$ cat config.mk
export PLATFORM = sky130hd
export DESIGN_NAME = xtk_codec
export DESIGN_NICKNAME = d
export VERILOG_FILES = /design/src/rtl/xtk_pkg.sv /design/src/rtl/xtk_grp_pick.sv /design/src/rtl/xtk_encoder.sv /design/src/rtl/xtk_decoder.sv /design/src/rtl/xtk_codec.sv
export SDC_FILE = /design/constraint.sdc
export NUM_CORES = 1
export LEC_CHECK = 0
export ABC_CLOCK_PERIOD_IN_PS = 6100
export BUFFER_PORTS_ARGS = -buffer_cell sky130_fd_sc_hd__buf_4
export CORE_UTILIZATION = 58
export CTS_CLUSTER_DIAMETER = 40
export DETAILED_ROUTE_END_ITERATION = 8
export PLACE_DENSITY = 0.93
export SYNTH_ARGS = -nofsm -noshare
export SYNTH_HDL_FRONTEND = slang
export SYNTH_SLANG_ARGS = --single-unit
$ cat constraint.sdc
create_clock -name clk -period 6.1 [get_ports clk]
set_input_delay 0.61 -clock clk [delete_from_list [all_inputs] [get_ports clk]]
set_output_delay 0.61 -clock clk [all_outputs]
set_load 0.03 [all_outputs]
$ cat src/rtl/xtk_pkg.sv
package xtk_pkg;

  // Opposed-neighbour transition on the middle wire of a 3-wire slice.
  function automatic logic opp_mid(input logic [2:0] p, input logic [2:0] c);
    logic [2:0] up;
    logic [2:0] dn;
    up = ~p & c;
    dn = p & ~c;
    return (up[1] & dn[0] & dn[2]) | (dn[1] & up[0] & up[2]);
  endfunction

  // 6-wire window: two wires below the group plus the group's four wires.
  // Centres at window bits 1..4 are checked.
  function automatic logic window_clean(input logic [5:0] p, input logic [5:0] c);
    logic bad;
    bad = 1'b0;
    for (int k = 1; k <= 4; k++) bad |= opp_mid(p[k-1 +: 3], c[k-1 +: 3]);
    return !bad;
  endfunction

endpackage

$ cat src/rtl/xtk_grp_pick.sv
module xtk_grp_pick
  import xtk_pkg::*;
(
  input  logic [1:0] prev_lo,
  input  logic [1:0] cur_lo,
  input  logic [3:0] prev_grp,
  input  logic [2:0] dat,
  output logic [3:0] wires,
  output logic       inv,
  output logic       stuck
);
  logic [3:0] plain_w;
  logic [3:0] flip_w;
  logic       plain_ok;
  logic       flip_ok;

  assign plain_w  = {1'b0, dat};
  assign flip_w   = {1'b1, ~dat};
  assign plain_ok = window_clean({prev_grp, prev_lo}, {plain_w, cur_lo});
  assign flip_ok  = window_clean({prev_grp, prev_lo}, {flip_w, cur_lo});

  // plain first, then inverted, else plain with failure
  assign inv   = !plain_ok && flip_ok;
  assign stuck = !plain_ok && !flip_ok;
  assign wires = inv ? flip_w : plain_w;
endmodule

$ cat src/rtl/xtk_encoder.sv
module xtk_encoder
  import xtk_pkg::*;
#(
  parameter int NG = 4
) (
  input  logic            clk,
  input  logic            rst_n,
  input  logic            in_valid,
  input  logic [3*NG-1:0] in_data,
  output logic [4*NG-1:0] bus_q,
  output logic            bus_vld,
  output logic            word_fail,
  output logic            err_sticky
);
  localparam int BW = 4 * NG;

  logic [BW-1:0] pick;
  logic [NG-1:0] stuck_g;
  logic [NG-1:0] inv_g;

  // groups chained from the LSB end through the chosen lower wires
  for (genvar g = 0; g < NG; g++) begin : g_grp
    logic [1:0] plo;
    logic [1:0] clo;
    if (g == 0) begin : g_edge
      assign plo = 2'b00;
      assign clo = 2'b00;
    end else begin : g_inner
      assign plo = bus_q[4*g-1 -: 2];
      assign clo = pick[4*g-1 -: 2];
    end
    xtk_grp_pick u_pick (
      .prev_lo (plo),
      .cur_lo  (clo),
      .prev_grp(bus_q[4*g +: 4]),
      .dat     (in_data[3*g +: 3]),
      .wires   (pick[4*g +: 4]),
      .inv     (inv_g[g]),
      .stuck   (stuck_g[g])
    );
  end

  always_ff @(posedge clk) begin
    if (!rst_n) begin
      bus_q      <= '0;
      bus_vld    <= 1'b0;
      word_fail  <= 1'b0;
      err_sticky <= 1'b0;
    end else begin
      bus_vld <= in_valid;
      if (in_valid) begin
        bus_q      <= pick;
        word_fail  <= |stuck_g;
        err_sticky <= err_sticky | (|stuck_g);
      end
    end
  end

  function automatic logic bus_has_opp(input logic [BW-1:0] p, input logic [BW-1:0] c);
    logic hit;
    hit = 1'b0;
    for (int i = 1; i < BW - 1; i++) hit |= opp_mid(p[i-1 +: 3], c[i-1 +: 3]);
    return hit;
  endfunction

  assert_no_4c_R2: assert property (@(posedge clk) disable iff (!rst_n)
    (bus_vld && !word_fail) |-> !bus_has_opp($past(bus_q), bus_q));
  assert_latency_R5: assert property (@(posedge clk) disable iff (!rst_n)
    in_valid |=> bus_vld);
  assert_hold_idle_R6: assert property (@(posedge clk) disable iff (!rst_n)
    !in_valid |=> ($stable(bus_q) && !bus_vld));
  assert_err_sticky_R8: assert property (@(posedge clk) disable iff (!rst_n)
    err_sticky |=> err_sticky);
endmodule

$ cat src/rtl/xtk_decoder.sv
module xtk_decoder #(
  parameter int NG = 4
) (
  input  logic            clk,
  input  logic            rst_n,
  input  logic [4*NG-1:0] bus_in,
  input  logic            bus_vld,
  output logic [3*NG-1:0] dat_q,
  output logic            dat_vld
);
  localparam int DW = 3 * NG;

  logic [DW-1:0] restored;

  // each group's data wires XOR its flag
  for (genvar g = 0; g < NG; g++) begin : g_undo
    assign restored[3*g +: 3] = bus_in[4*g +: 3] ^ {3{bus_in[4*g+3]}};
  end

  always_ff @(posedge clk) begin
    if (!rst_n) begin
      dat_q   <= '0;
      dat_vld <= 1'b0;
    end else begin
      dat_vld <= bus_vld;
      if (bus_vld) dat_q <= restored;
    end
  end
endmodule

$ cat src/rtl/xtk_codec.sv
module xtk_codec #(
  parameter int NG = 4
) (
  input  logic            clk,
  input  logic            rst_n,
  input  logic            in_valid,
  input  logic [3*NG-1:0] in_data,
  output logic [4*NG-1:0] bus_out,
  output logic            bus_valid,
  output logic [3*NG-1:0] dec_data,
  output logic            dec_valid,
  output logic            err_sticky
);
  logic word_fail;

  xtk_encoder #(.NG(NG)) u_enc (
    .clk       (clk),
    .rst_n     (rst_n),
    .in_valid  (in_valid),
    .in_data   (in_data),
    .bus_q     (bus_out),
    .bus_vld   (bus_valid),
    .word_fail (word_fail),
    .err_sticky(err_sticky)
  );

  xtk_decoder #(.NG(NG)) u_dec (
    .clk    (clk),
    .rst_n  (rst_n),
    .bus_in (bus_out),
    .bus_vld(bus_valid),
    .dat_q  (dec_data),
    .dat_vld(dec_valid)
  );

  assert_roundtrip_R7: assert property (@(posedge clk) disable iff (!rst_n)
    dec_valid |-> ($past(in_valid, 2) && dec_data == $past(in_data, 2)));
  assert_reset_flags_R9: assert property (@(posedge clk)
    !rst_n |=> (!bus_valid && !dec_valid && !err_sticky && bus_out == '0));
endmodule

* Word-level counts from Yosys, hierarchy flattened
Index checks and enable logic that the tools add are counted.
** Word-level totals
- Register bits :: 31
- Bits in latches :: 0
- RAM bits :: 0
- Bits in read-only memories :: 0
- Input port bits :: 15
- Word-level logic and storage cells :: 323
- Memories :: 0
** Operators by class
- Add/subtract/negate cells :: 0
- Multipliers :: 0
- Div/mod/pow operators :: 0
- Order comparisons :: 0
- Equal/unequal tests :: 0
- Shifts and indexed selects :: 0
- Mux-type cells :: 4
- Bitwise logic cells :: 301
- Reductions and logical operators :: 13
** Operators by type and width (count)
- $and A3 B3 Y3 :: 60
- $not A3 Y3 :: 44
- $and A1 B1 Y1 :: 128
- $or A1 B1 Y1 :: 57
- $mux W4 :: 4
- $and A3 B2 Y3 :: 4
- $not A2 Y3 :: 4
- $xor A3 B3 Y3 :: 4
- $logic_and A1 B1 Y1 :: 8
- $logic_not A1 Y1 :: 4
- $reduce_or A4 Y1 :: 1

* Logic depth before layout (Yosys ltp)
- Depth after elaboration :: 45
- Depth in mapped cells :: 12

* Hierarchy
Synthesis repeated with hierarchy kept, for this count alone.
** Second synthesis, totals
- Cells, all modules :: 239
- Area, all modules :: 2207.1 µm²
** Modules (own cells, without submodules)
- xtk_grp_pick :: instances 4, cells an instance 31, area each 239.0 µm², sequential area each 0.0 µm²
- xtk_encoder :: instances 1, cells an instance 62, area each 713.2 µm², sequential area each 380.4 µm²
- xtk_decoder :: instances 1, cells an instance 53, area each 538.0 µm², sequential area each 260.2 µm²

* Worst setup path after synthesis
OpenSTA, ideal clock, no wires.
- Kind :: input port to flip-flop
- Start point :: input port in_data[6]
- End point :: register u_enc.bus_q[12]
- Setup time :: 0.132 ns
- Arrival :: 2.912 ns
- Required time :: 5.968 ns
- Setup slack :: 3.056 ns
- Stages :: 9
- Buffers on the path :: 1
- Cells stage by stage :: or3b_1 > or3_4 > a311o_1 > or3_1 > and2_4 > buf_6 > a2111oi_4 > xnor2_1 > a21oi_1
** Between the ends
- Cells in the longest elaborated chain, start to end :: 23
- Elaborated cells between the ends (all ways) :: 94
- Those cells by class :: mux: 2; bitwise: 88; reduce/logical: 4
** RTL lines
- start: declaration :: line xtk_codec.sv:7 : input logic [3*NG-1:0] in_data,
- $not A3 Y3 :: line xtk_pkg.sv:8, xtk_grp_pick.sv:18
- $not A3 Y3 :: line xtk_pkg.sv:8 : dn = p & ~c;
- $and A3 B3 Y3 :: line xtk_pkg.sv:8
- $and A1 B1 Y1 (2 in a row) :: line xtk_pkg.sv:9 : return (up[1] & dn[0] & dn[2]) | (dn[1] & up[0] & up[2]);
- $or A1 B1 Y1 :: line xtk_pkg.sv:9
- $or A1 B1 Y1 (3 in a row) :: line xtk_pkg.sv:17 : for (int k = 1; k <= 4; k++) bad |= opp_mid(p[k-1 +: 3], c[k-1 +: 3]);
- $logic_not A1 Y1 :: line xtk_pkg.sv:18 : return !bad;
- $logic_and A1 B1 Y1 (*) :: line xtk_grp_pick.sv:23 : assign inv = !plain_ok && flip_ok;
- $mux W4 (*) :: line xtk_grp_pick.sv:25 : assign wires = inv ? flip_w : plain_w;
- $not A3 Y3 :: line xtk_pkg.sv:8
- $and A3 B3 Y3 :: line xtk_pkg.sv:8
- $and A1 B1 Y1 (2 in a row) :: line xtk_pkg.sv:9
- $or A1 B1 Y1 :: line xtk_pkg.sv:9
- $or A1 B1 Y1 (3 in a row) :: line xtk_pkg.sv:17
- $logic_not A1 Y1 :: line xtk_pkg.sv:18
- $logic_and A1 B1 Y1 (*) :: line xtk_grp_pick.sv:23
- $mux W4 (*) :: line xtk_grp_pick.sv:25
- end signal: assignment :: line xtk_encoder.sv:52 : bus_q <= pick;
- end: declaration :: line xtk_encoder.sv:10 : output logic [4*NG-1:0] bus_q,
Mark *: on every way between the ends. The rest lies on a longest branch, timed or not.
A chain may end at the register's enable or synchronous reset.

* Worst setup path after layout
- Start point :: register u_enc.bus_q[3]
- End point :: register u_enc.bus_q[12]
** Between the ends
- Cells in the longest elaborated chain, start to end :: 41
- Elaborated cells between the ends (all ways) :: 141
- Those cells by class :: mux: 4; bitwise: 129; reduce/logical: 8
** RTL lines
- $not A3 Y3 :: line xtk_pkg.sv:7 : up = ~p & c;
- $and A3 B3 Y3 :: line xtk_pkg.sv:7
- $and A1 B1 Y1 :: line xtk_pkg.sv:9
- $or A1 B1 Y1 :: line xtk_pkg.sv:9
- $or A1 B1 Y1 :: line xtk_pkg.sv:17
- $logic_not A1 Y1 :: line xtk_pkg.sv:18
- $logic_and A1 B1 Y1 :: line xtk_grp_pick.sv:23
- $mux W4 :: line xtk_grp_pick.sv:25
- (+22 left out)
- $not A3 Y3 :: line xtk_pkg.sv:8
- $and A3 B3 Y3 :: line xtk_pkg.sv:8
- $and A1 B1 Y1 (2 in a row) :: line xtk_pkg.sv:9
- $or A1 B1 Y1 :: line xtk_pkg.sv:9
- $or A1 B1 Y1 (3 in a row) :: line xtk_pkg.sv:17
- $logic_not A1 Y1 :: line xtk_pkg.sv:18
- $logic_and A1 B1 Y1 (*) :: line xtk_grp_pick.sv:23
- $mux W4 (*) :: line xtk_grp_pick.sv:25
Marked as above.

==> impl_results.md <==
* Vias post-DR at 1856
* Layout area overhead at 18.9%
* DP HPWL at 3.27 mm
* Status: completed
* Placed standard-cell area at 2340 sq um
* Initial antenna violation count at 0
* Cell Rows at 21
* Post-route setup TNS at 0 ns
* Endpoint class of the critical path: register
* Flop-to-flop setup slack at 3.18 ns
* CP max stage cell: o31ai_1
* Synth async-reset ratio at 0%
* Die area at between 3000 and 4000 sq um
* Post-Synth Simple-Gate Area at 26.7%
* Max-slew violation count at 0
* Worst Hold Launch: u_enc.err_sticky$_SDFFE_PN0P_
* Post-synth EDFFs at 0
* Final period util at 47.8%
* CP Class: reg -> reg
* Synthesized instance count at 239
* Clock root buffer: clkbuf_4
* Cell mode on critical path: o31ai_1
* Post-synthesis mux area share at 2.97%
* Fillers at 265
* Post-synthesis adder-cell area fraction at 0%
* Clock-pin slew on the worst setup and hold paths at 0.09 ns
* Fmax at 343 MHz
* Post-route clock skew at about 0.003 ns
* Slowest stage delay, CP at 0.61 ns
* Leakage at 1.08 nW
* CORE AREA at 3340 sq um
* Maxcap violations at 0
* Die Wd at 61.1 um
* PwrDens at 204 nW/um^2
* IO Port Bufs at 45
* GPL Wtd Cong at around 0.8
* GRT overflow at 0
* Vias in the first global route at 1632
* Post-Syn Area at 2020 sq um
* Post-route DRC violation count at 0
* Pin count of the biggest net entering global routing at 32
* Vias/cell at 5.84
* Yosys Warn Count at 0
* Drt wl/cell at between 10 and 15 um
* Mean post-synth cell area at 8.47 sq um
* Top post-synthesis cells by area: dfxtp_1 31%, xnor2_1 9.5%, o211a_1 8.9%
* Htree depth at 2
* Nets at 286
* Crit path launch type: register
* CTS Sinks at 31
* Area leader, netlist: dfxtp_1
* Hold Buf Count CTS at 0
* Yosys top cell area share at 30.7%
* PostCTS Resize Cnt at 0
* Crit-path cells: inv_1, o31ai_1, a31oi_1, o31ai_1, o21ai_1, and2_4, a2111oi_4, xnor2_1, a21oi_1
* Post-Layout Cell Count at 318
* Worst EP arrival at 3.13 ns
* Layout cells sized above 1 at 22.1%
* Worst r2r src: u_enc.bus_q[3]$_SDFFE_PN0P_
* Final Hold Fails at 0
* FF+latch count, synth at 31
* Final ANT Viol Nets at 0
* Critical Path RT at 6.31 ns
* Critical path fanouts, max at 10
* Rel. slew slack at 27.6%
* Post-synthesis sequential area ratio at 30.7%
* GRT Resource Usage Total at 26.0%
* Iter 0 DRT Violations at between 100 and 150
* RSZ-0062 raised after global routing: no
* Synth Flop Type: dfxtp_1
* Diodes inserted at 0
* Xor/xnor share of the synthesized area at 9.52%
* Count of different cell masters after synthesis at 49
* Clock buffer count from CTS at 5
* Die Ht at 61.1 um
* Largest family of logic cells by synthesized area: simple AND/OR/NAND/NOR gates
* Clk buf depth at 2
* Post-synth top cells: 31 x dfxtp_1, 30 x nand2_1, 22 x xnor2_1
* Initial Utilization at 60.6%
* Inst Count DP at 310
* Worst Setup SP: u_enc.bus_q[3]$_SDFFE_PN0P_
* Postcts setup bufs at 0
* Maximum VDD drop at 0.159 mV
* Hold Path Class: reg -> reg
* Least-Margin Pin Slew at roughly 1.1 ns
* Design Area, Final at 2400 sq um
* TritonCTS clock tree: done
* Compound-cell area share of the yosys netlist at ~25%
* DRT Wirelength at 4.53 mm
* First-pass GRT wire length at 7.25 mm
* Worst-Skew Late Latency at 0.33 ns
* Syn Nets at 254
* Final number of setup-violating endpoints at 0
* Minimum clock period at 2.92 ns
* DRT Pass-1 Iters at 4
* Most common cell in the netlist: dfxtp_1
* IO Pins at 46
[final timing paths]
path	endpoint	cells past startpoint
worst min-delay path	u_enc.err_sticky$_SDFFE_PN0P_	2
worst max-delay path	u_enc.bus_q[12]$_SDFFE_PN0P_	9
worst max register to register	u_enc.bus_q[12]$_SDFFE_PN0P_	9
worst min register to register	u_enc.err_sticky$_SDFFE_PN0P_	2
[flip-flops by register name, summed over array words and instances, names as in the netlist]
name              count
u_enc.err_sticky      1
u_enc.bus_vld         1
u_enc.bus_q          16
u_dec.dat_q          12
u_dec.dat_vld         1
[per-layer routing]
layer	vias up	GRT usage (%)	routed length [um]
met5	-	0	0
met4	0	9.74	52
met3	6	5.88	208
met2	56	43.5	2230
met1	873	32.8	2040
li1	921	-	-
[cell type report]
cell class                      count  area [sq um]  share of cell area [%]
Inverter                            7          26.3                    1.09
Timing Repair Buffer               45           338                    14.0
Sequential cell                    31           621                    25.8
Clock buffer                        8          68.8                    2.86
Tap cell                           46          57.6                    2.39
Multi-Input combinational cell    181          1290                    53.8
[cell usage in the layout, fill, tap and decap left out, types with 3 or more instances in the layout]
cell type and instances:
o211a_1 18, nor4bb_1 3, nand2b_1 9, o22ai_1 4, nand2_1 30, dfxtp_1 31, a31oi_1 3, a21oi_1 8
mux2i_1 6, nand3_1 3, nor2b_1 13, o21ai_0 7, nor3_1 3, a21boi_0 3, and2_1 3, clkbuf_4 5
nand4bb_1 5, or3b_2 3, o21ai_1 3, inv_1 7, xnor2_1 22, o211ai_1 3, o31ai_1 3, buf_4 45
[stage by stage]
stage	total power [W]	util [%]	hold WS, ns	setup WS [ns]
finish	0.000492	72.1	0.467	3.18
global route	0.000517	72.1	0.511	3.00
CTS	0.000495	72.1	0.471	3.22
detailed placement	0.000362	70.0	0.458	2.87
global placement	0.000359	70.0	0.437	2.93
floorplan	0.000320	-	0.572	3.06
[power by group]
group / internal [W] / switching [W] / total, W
sequential: 0.000215 / 0.0000221 / 0.000237
clock: 0.0000677 / 0.0000659 / 0.000134
combinational: 0.0000552 / 0.0000656 / 0.000121
total: 0.000338 / 0.000154 / 0.000492
[logic make-up after synthesis]
family / count (synthesis)
AOI/OAI and AO/OA: 63
xor gates and xnor gates: 22
buffers and inverters: 27
DFF: 31
muxes: 6
and+or+nand+nor: 90
[critical path: cells and delay by family (launching register included)]
kind | cells | cell delay (ns)
AO/OA/AOI/OAI | 6 | 1.66
XOR/XNOR | 1 | 0.17
buffers and inverters | 1 | 0.14
flip-flops | 1 | 0.59
AND/OR/NAND/NOR | 1 | 0.23
No activity file was read; power rests on OpenSTA's default activity.
